==> src/rtl/ppw_pkg.sv <==
package ppw_pkg;

  typedef enum logic [1:0] {
    MODE_OPEN = 2'b00,
    MODE_LOCK = 2'b01,
    MODE_AND  = 2'b10,
    MODE_RSVD = 2'b11
  } page_mode_e;

  localparam logic [7:0] ERASED_BYTE = 8'hFF;
  localparam logic [7:0] ADMIN_INIT  = 8'h00;

endpackage

==> src/rtl/ppw_mode_decode.sv <==
module ppw_mode_decode
  import ppw_pkg::*;
#(
  parameter int PAGES = 7
) (
  input  logic [2*PAGES-1:0] mode_bits,
  output logic [PAGES-1:0]   lock_vec,
  output logic [PAGES-1:0]   and_vec
);

  for (genvar p = 0; p < PAGES; p++) begin : g_page
    page_mode_e code;
    assign code = page_mode_e'(mode_bits[2*p +: 2]);
    always_comb begin
      lock_vec[p] = 1'b0;
      and_vec[p]  = 1'b0;
      unique case (code)
        MODE_OPEN: ;
        MODE_LOCK: lock_vec[p] = 1'b1;
        MODE_AND:  and_vec[p]  = 1'b1;
        MODE_RSVD: lock_vec[p] = 1'b1;
        default:   lock_vec[p] = 1'b1;
      endcase
    end
  end

endmodule

==> src/rtl/ppw_merge.sv <==
module ppw_merge (
  input  logic       is_write,
  input  logic       is_admin,
  input  logic       in_range,
  input  logic       lock,
  input  logic       and_mode,
  input  logic [7:0] old_byte,
  input  logic [7:0] new_byte,
  output logic [7:0] result,
  output logic       commit,
  output logic       reject
);

  always_comb begin
    result = old_byte;
    commit = 1'b0;
    reject = 1'b0;
    if (!in_range) begin
      result = 8'h00;
      reject = 1'b1;
    end else if (is_write) begin
      if (is_admin) begin
        result = new_byte;
        commit = 1'b1;
      end else if (lock) begin
        reject = 1'b1;
      end else if (and_mode) begin
        result = old_byte & new_byte;
        commit = 1'b1;
      end else begin
        result = new_byte;
        commit = 1'b1;
      end
    end
  end

endmodule

==> src/rtl/ppw_store.sv <==
module ppw_store
  import ppw_pkg::*;
#(
  parameter int PAGES       = 7,
  parameter int PAGE_BYTES  = 16,
  parameter int ADMIN_BYTES = 8,
  parameter int PG_W        = 3,
  parameter int OFS_W       = 4
) (
  input  logic                          clk,
  input  logic                          rst_n,
  input  logic                          wr_en,
  input  logic                          sel_admin,
  input  logic [PG_W-1:0]               sel_page,
  input  logic [OFS_W-1:0]              sel_ofs,
  input  logic [7:0]                    wr_data,
  output logic [7:0]                    rd_data,
  output logic [PAGES*PAGE_BYTES*8-1:0] user_flat,
  output logic [2*PAGES-1:0]            mode_bits
);

  localparam int ADMIN_W = ADMIN_BYTES * 8;

  logic [7:0] user_q  [PAGES][PAGE_BYTES];
  logic [7:0] admin_q [ADMIN_BYTES];
  logic [ADMIN_W-1:0] admin_flat;

  for (genvar p = 0; p < PAGES; p++) begin : g_pg
    for (genvar b = 0; b < PAGE_BYTES; b++) begin : g_by
      logic hit;
      assign hit = wr_en && !sel_admin && (sel_page == PG_W'(p)) && (sel_ofs == OFS_W'(b));
      always_ff @(posedge clk) begin
        if (!rst_n)   user_q[p][b] <= ERASED_BYTE;
        else if (hit) user_q[p][b] <= wr_data;
      end
      assign user_flat[(p*PAGE_BYTES+b)*8 +: 8] = user_q[p][b];
    end
  end

  for (genvar a = 0; a < ADMIN_BYTES; a++) begin : g_adm
    logic hit;
    assign hit = wr_en && sel_admin && (sel_ofs == OFS_W'(a));
    always_ff @(posedge clk) begin
      if (!rst_n)   admin_q[a] <= ADMIN_INIT;
      else if (hit) admin_q[a] <= wr_data;
    end
    assign admin_flat[a*8 +: 8] = admin_q[a];
  end

  assign mode_bits = admin_flat[2*PAGES-1:0];

  always_comb begin
    rd_data = 8'h00;
    if (sel_admin) begin
      for (int a = 0; a < ADMIN_BYTES; a++)
        if (sel_ofs == OFS_W'(a)) rd_data = admin_q[a];
    end else begin
      for (int p = 0; p < PAGES; p++)
        for (int b = 0; b < PAGE_BYTES; b++)
          if (sel_page == PG_W'(p) && sel_ofs == OFS_W'(b)) rd_data = user_q[p][b];
    end
  end

endmodule

==> src/rtl/ppw_rsp_slot.sv <==
module ppw_rsp_slot (
  input  logic       clk,
  input  logic       rst_n,
  input  logic       load,
  input  logic [7:0] load_data,
  input  logic       load_reject,
  input  logic       rsp_ready,
  output logic       rsp_valid,
  output logic [7:0] rsp_data,
  output logic       rsp_reject,
  output logic       can_load
);

  assign can_load = !rsp_valid || rsp_ready;

  always_ff @(posedge clk) begin
    if (!rst_n) begin
      rsp_valid  <= 1'b0;
      rsp_data   <= 8'h00;
      rsp_reject <= 1'b0;
    end else if (load) begin
      rsp_valid  <= 1'b1;
      rsp_data   <= load_data;
      rsp_reject <= load_reject;
    end else if (rsp_ready) begin
      rsp_valid  <= 1'b0;
    end
  end

endmodule

==> src/rtl/prot_page_writer.sv <==
module prot_page_writer
  import ppw_pkg::*;
#(
  parameter int PAGES       = 7,
  parameter int PAGE_BYTES  = 16,
  parameter int ADMIN_BYTES = 8,
  parameter int PG_W        = $clog2(PAGES + 1),
  parameter int OFS_W       = $clog2(PAGE_BYTES)
) (
  input  logic                          clk,
  input  logic                          rst_n,
  input  logic                          cmd_valid,
  output logic                          cmd_ready,
  input  logic                          cmd_write,
  input  logic                          cmd_admin,
  input  logic [PG_W-1:0]               cmd_page,
  input  logic [OFS_W-1:0]              cmd_offset,
  input  logic [7:0]                    cmd_wdata,
  output logic                          rsp_valid,
  input  logic                          rsp_ready,
  output logic [7:0]                    rsp_data,
  output logic                          rsp_reject,
  output logic                          err_flag,
  output logic [PAGES*PAGE_BYTES*8-1:0] mem_image
);

  localparam logic [PG_W:0]  PAGE_LIM  = (PG_W+1)'(PAGES);
  localparam logic [OFS_W:0] ADMIN_LIM = (OFS_W+1)'(ADMIN_BYTES);
  localparam logic [OFS_W:0] BYTE_LIM  = (OFS_W+1)'(PAGE_BYTES);

  logic               accept;
  logic               in_range;
  logic [7:0]         old_byte;
  logic [2*PAGES-1:0] mode_bits;
  logic [PAGES-1:0]   lock_vec, and_vec;
  logic               sel_lock, sel_and;
  logic [7:0]         merged;
  logic               commit, reject;
  logic               slot_free;

  assign in_range = cmd_admin ? ({1'b0, cmd_offset} < ADMIN_LIM)
                              : (({1'b0, cmd_page} < PAGE_LIM) && ({1'b0, cmd_offset} < BYTE_LIM));

  assign cmd_ready = slot_free;
  assign accept    = cmd_valid && cmd_ready;

  ppw_store #(
    .PAGES(PAGES), .PAGE_BYTES(PAGE_BYTES), .ADMIN_BYTES(ADMIN_BYTES),
    .PG_W(PG_W), .OFS_W(OFS_W)
  ) store_i (
    .clk(clk), .rst_n(rst_n),
    .wr_en(accept && commit),
    .sel_admin(cmd_admin), .sel_page(cmd_page), .sel_ofs(cmd_offset),
    .wr_data(merged), .rd_data(old_byte),
    .user_flat(mem_image), .mode_bits(mode_bits)
  );

  ppw_mode_decode #(.PAGES(PAGES)) decode_i (
    .mode_bits(mode_bits), .lock_vec(lock_vec), .and_vec(and_vec)
  );

  always_comb begin
    sel_lock = 1'b0;
    sel_and  = 1'b0;
    for (int p = 0; p < PAGES; p++) begin
      if (cmd_page == PG_W'(p)) begin
        sel_lock = lock_vec[p];
        sel_and  = and_vec[p];
      end
    end
  end

  ppw_merge merge_i (
    .is_write(cmd_write), .is_admin(cmd_admin), .in_range(in_range),
    .lock(sel_lock), .and_mode(sel_and),
    .old_byte(old_byte), .new_byte(cmd_wdata),
    .result(merged), .commit(commit), .reject(reject)
  );

  ppw_rsp_slot slot_i (
    .clk(clk), .rst_n(rst_n),
    .load(accept), .load_data(merged), .load_reject(reject),
    .rsp_ready(rsp_ready), .rsp_valid(rsp_valid),
    .rsp_data(rsp_data), .rsp_reject(rsp_reject), .can_load(slot_free)
  );

  always_ff @(posedge clk) begin
    if (!rst_n)                    err_flag <= 1'b0;
    else if (accept && cmd_write)  err_flag <= reject;
  end

endmodule

==> config.mk <==
export PLATFORM = sky130hd
export DESIGN_NAME = prot_page_writer
export DESIGN_NICKNAME = d
export VERILOG_FILES = /design/src/rtl/ppw_pkg.sv /design/src/rtl/ppw_mode_decode.sv /design/src/rtl/ppw_merge.sv /design/src/rtl/ppw_store.sv /design/src/rtl/ppw_rsp_slot.sv /design/src/rtl/prot_page_writer.sv
export SDC_FILE = /design/constraint.sdc
export NUM_CORES = 2
export LEC_CHECK = 0
export BUFFER_PORTS_ARGS = -buffer_cell sky130_fd_sc_hd__clkbuf_2
export CORE_AREA = 5 5 354 356
export CTS_BUF_LIST = sky130_fd_sc_hd__clkbuf_16
export DETAILED_ROUTE_END_ITERATION = 7
export DIE_AREA = 0 0 359 361
export PLACE_DENSITY = 0.67
export SLEW_MARGIN = 30
export SYNTH_ARGS = -nofsm -noshare
export SYNTH_HDL_FRONTEND = slang
export SYNTH_HIERARCHICAL = 1
export SYNTH_SLANG_ARGS = --single-unit
export TNS_END_PERCENT = 5
==> constraint.sdc <==
create_clock -name clk -period 5.85 [get_ports clk]
set_input_delay 0.2925 -clock clk [delete_from_list [all_inputs] [get_ports clk]]
set_output_delay 0.2925 -clock clk [all_outputs]
set_load 0.02 [all_outputs]
==> impl_summary.md <==
Status
The run finished, with violations left. The final reports fail on DRC.

Job
The tool flagged a number of max-cap violations equal to 0.

Cells and area
The count of cells in the finished layout, fillers not included, comes to 6839. Relative to the synthesized area, the layout overhead comes to 21.9%. Registers take 29000 um^2. The area of the multi-input gates is 18200 um^2. The fraction of layout cells with a size suffix above 1 is 0.297.

In the final design database the tool counted 5138 nets. The filler cells instantiated in the layout total 10992.

Global route
The total overflow reported by the global router is 0. The via count of the first global-routing pass is 44915. The first-pass GRT wire length is 389 mm. The global-route total usage across every layer is 0.427.

Entering global routing, the biggest net connects 130 pins. The initial antenna violation count is 17.

Synth
The count of flip-flops with a built-in enable after synthesis is 960. The average instance area after synthesis is 11.4 um^2. Synthesis handed over a netlist of 4324 instances. The netlist uses 105 different library cells. The dominant register cell in the synthesized netlist is edfxtp_1. The netlist area before placement is 49500 um^2.

The fraction of registers with async set or reset after synthesis is 0. The cell type with the highest aggregate area in the netlist is edfxtp_1. Yosys attributes the largest share of cell area to edfxtp_1 58%, or3_1 11%, o21ai_0 3.2%. The share of synthesized area in the top cell type comes to 0.583. Of the synthesized area, sequential elements account for 0.587. The flip-flop and latch count after synthesis is 971. The Yosys step of the flow raised 6 warnings. The total nets after synthesis is 4345.

Clocking
The largest buffer count on any clock path is 3. The H-tree was split into 3 levels. Clock-pin slew was measured on the worst setup and hold paths at 60 ps.

The clock drives 971 sinks. The clock tree root driver cell is clkbuf_16. The number of buffers inserted to repair setup after CTS is 0. At the later pin of the worst-skew pair, clock insertion delay measures 750 ps. The total clock buffers created by CTS is 105.

TritonCTS built the clock tree.

Die
The die area is 130000 um^2. The initial utilization of the core area, before any placement, comes to 0.407. The cell row count is 128. The die boundary width is 359 um. The die span in y is 361 um. The boundary pin count is 929. The core region is 121000 um^2.

Worst hold path
The worst hold-check path type is in -> reg. The hold path startpoint is cmd_write.

Power and ir drop
For this design the ratio of total power to cell area is 274 nW/um^2. The maximum vdd drop is 226 uV. The analysis attributes to cell leakage a power of 18.1 nW.

Placed design
The HPWL reported at the end of detailed placement is 212 mm. The weighted congestion at the end of routability-driven global placement is 0.999. The count of buffers from port buffering is 928. After detailed placement, the design holds a cell count of 6632.

Worst setup path
The worst setup path is of the in -> reg kind. Data on the critical path is required at its endpoint by 6310 ps. The worst register-to-register path has a setup slack of 780 ps. The worst setup path is captured at a register. Of all nets on the critical path, the largest fanout is 64. The timing endpoint of the critical path is store_i/user_q[2][72]. For the worst flop-to-flop path, the logic depth is 11. The arrival time at the worst endpoint is 5610 ps. The kind of launch point of the worst setup path is an input pin. The beginning of the worst register-to-register path is store_i/user_q[0][27].

The critical register-to-register path endpoint is store_i/user_q[3][3]. In this run the worst setup path begins at cmd_offset[2].

Routing
The count of vias placed by the detailed router is 47529. The number of search-and-repair iterations in the first detailed-routing pass is 8. In the final routed layout, each cell accounts on average for 42.5 um. After detailed routing, the number of remaining DRC violations is 4. The violation count after the first detailed-route iteration is 9364.

After detailed routing, the number of vias per cell comes to 6.95. The wire length reported by the detailed router is 291 mm. The count of nets left with antenna violations after detail routing is 0.

STA
Setup violations remaining at the end of the flow were counted as 0. The total count of max-transition violations in the final report is 0. The count of endpoints failing hold in the final timing report is 0. The routed design could run at a clock period as short as 5150 ps. Of the available clock period, the critical path in the final layout requires 0.880. The setup TNS is 0 ps. On the final layout, the worst clock skew is 69.4 ps. The maximum operating frequency is 194 MHz. Setup repair after global routing left no endpoint under its margin. The measured slew at the worst slew-check pin is 1100 ps.

The worst slew margin relative to its limit is 0.266.
[critical path, cell delays in order]
cell	delay (ps)
buf_6	440
buf_4	290
nor2b_1	740
a211oi_1	190
o22ai_1	390
o31a_1	400
o211ai_1	340
a221oi_1	1010
o21ai_1	250
o221a_4	370
buf_12	180
or3_1	470
[how the worst min path moves through the flow]
stage	end	slack [ps]	cells past startpoint
floorplan	err_flag	420	1
global placement	slot_i/rsp_data[2]	500	2
detailed placement	slot_i/rsp_data[3]	500	2
CTS	err_flag	80	4
global route	err_flag	140	4
finish	err_flag	110	4
[kinds of logic (layout without fill, tap and decap cells)]
logic type	count (synthesis)	in the layout	synth area share
AO/OA/AOI/OAI	1087	1087	0.148
XOR/XNOR	2	2	0.000658
buffers and inverters	575	1456	0.0531
flip-flops	971	971	0.587
multiplexers	105	105	0.0237
other	0	9	0
AND/OR/NAND/NOR	1584	1584	0.187
[flip-flops by register name, summed over array words and instances, names as in the netlist]
| name | cells |
|---|---|
| err_flag | 1 |
| slot_i/rsp_data | 8 |
| slot_i/rsp_reject | 1 |
| slot_i/rsp_valid | 1 |
| store_i/admin_q | 64 |
| store_i/user_q | 896 |
[stage by stage]
| stage | hold WS [ps] | instance area [um^2] | util | power [mW] | worst slack [ps] |
|---|---|---|---|---|---|
| after detailed placement | 503 | 56800 | 0.468 | 9.80 | 393 |
| final | 113 | 60300 | 0.497 | 16.5 | 701 |
| after global placement | 501 | 56800 | 0.468 | 9.79 | 387 |
| after CTS | 81.9 | 60300 | 0.497 | 16.4 | 1150 |
| after global routing | 135 | 60300 | 0.497 | 16.8 | 852 |
| after floorplan | 421 | 49500 | - | 8.75 | 2340 |
[power by group]
group	internal [mW]	switching, mW
combinational	0.468	1.56
sequential	7.68	0.0643
clock	3.70	3.07
total	11.9	4.69
[layout by cell type (no fill, tap or decap), types with 14 or more instances in the layout]
cell,count
edfxtp_1,960
o2111ai_1,15
a31oi_1,35
a221o_1,14
clkbuf_16,105
clkbuf_2,923
mux2i_1,63
nor3_1,38
a22oi_1,80
nand4_1,22
inv_1,27
nor4_1,18
or3_1,888
nand3_1,44
buf_4,283
buf_12,38
o21ai_1,59
clkinv_2,19
clkinv_1,21
o22ai_1,97
a21oi_1,150
a221oi_1,44
nand2b_1,26
and2_1,69
o21ai_0,260
o221ai_1,38
nor2_1,141
a211oi_1,35
mux2_2,35
nand2_1,189
o211ai_1,40
nor2b_1,39
o31ai_1,15
[cell usage after synthesis, drive strengths merged, types with 13 or more instances]
master   count
a211oi      38
o211ai      41
nand4       22
a31oi       35
nand2      196
and2        71
mux2i       63
a21oi      151
o31ai       18
nor3        41
o221ai      38
o22ai       99
edfxtp     960
nor2       144
o21ai      323
or3        888
a22oi       80
nand2b      28
a21o        13
a221o       14
o2bb2ai     13
nand3b      14
clkbuf     384
o2111ai     15
a221oi      44
nor2b       43
nand3       44
nor4        20
buf        180
mux2        36
[final cells by class]
cell class | count | area share
antenna | 9 | 0.000373
clock buffer | 105 | 0.0436
clock inverter | 90 | 0.0134
inverter | 11 | 0.000705
multi-input combinational | 2778 | 0.301
sequential | 971 | 0.482
tap | 1625 | 0.0337
timing repair buffer | 1250 | 0.126
[layer usage]
metal,GRT usage,up-vias,routed length (um)
met5,0.00436,-,94
met3,0.166,1075,43700
met2,0.644,4788,125000
met1,0.519,23262,98600
met4,0.258,4,23100
li1,-,18400,-
[timing repair]
item / CTS / global route
gates resized for setup: 0 / 0
hold endpoints to repair: 2 / 0
hold buffers: 2 / 0
No activity file was read; power rests on OpenSTA's default activity.
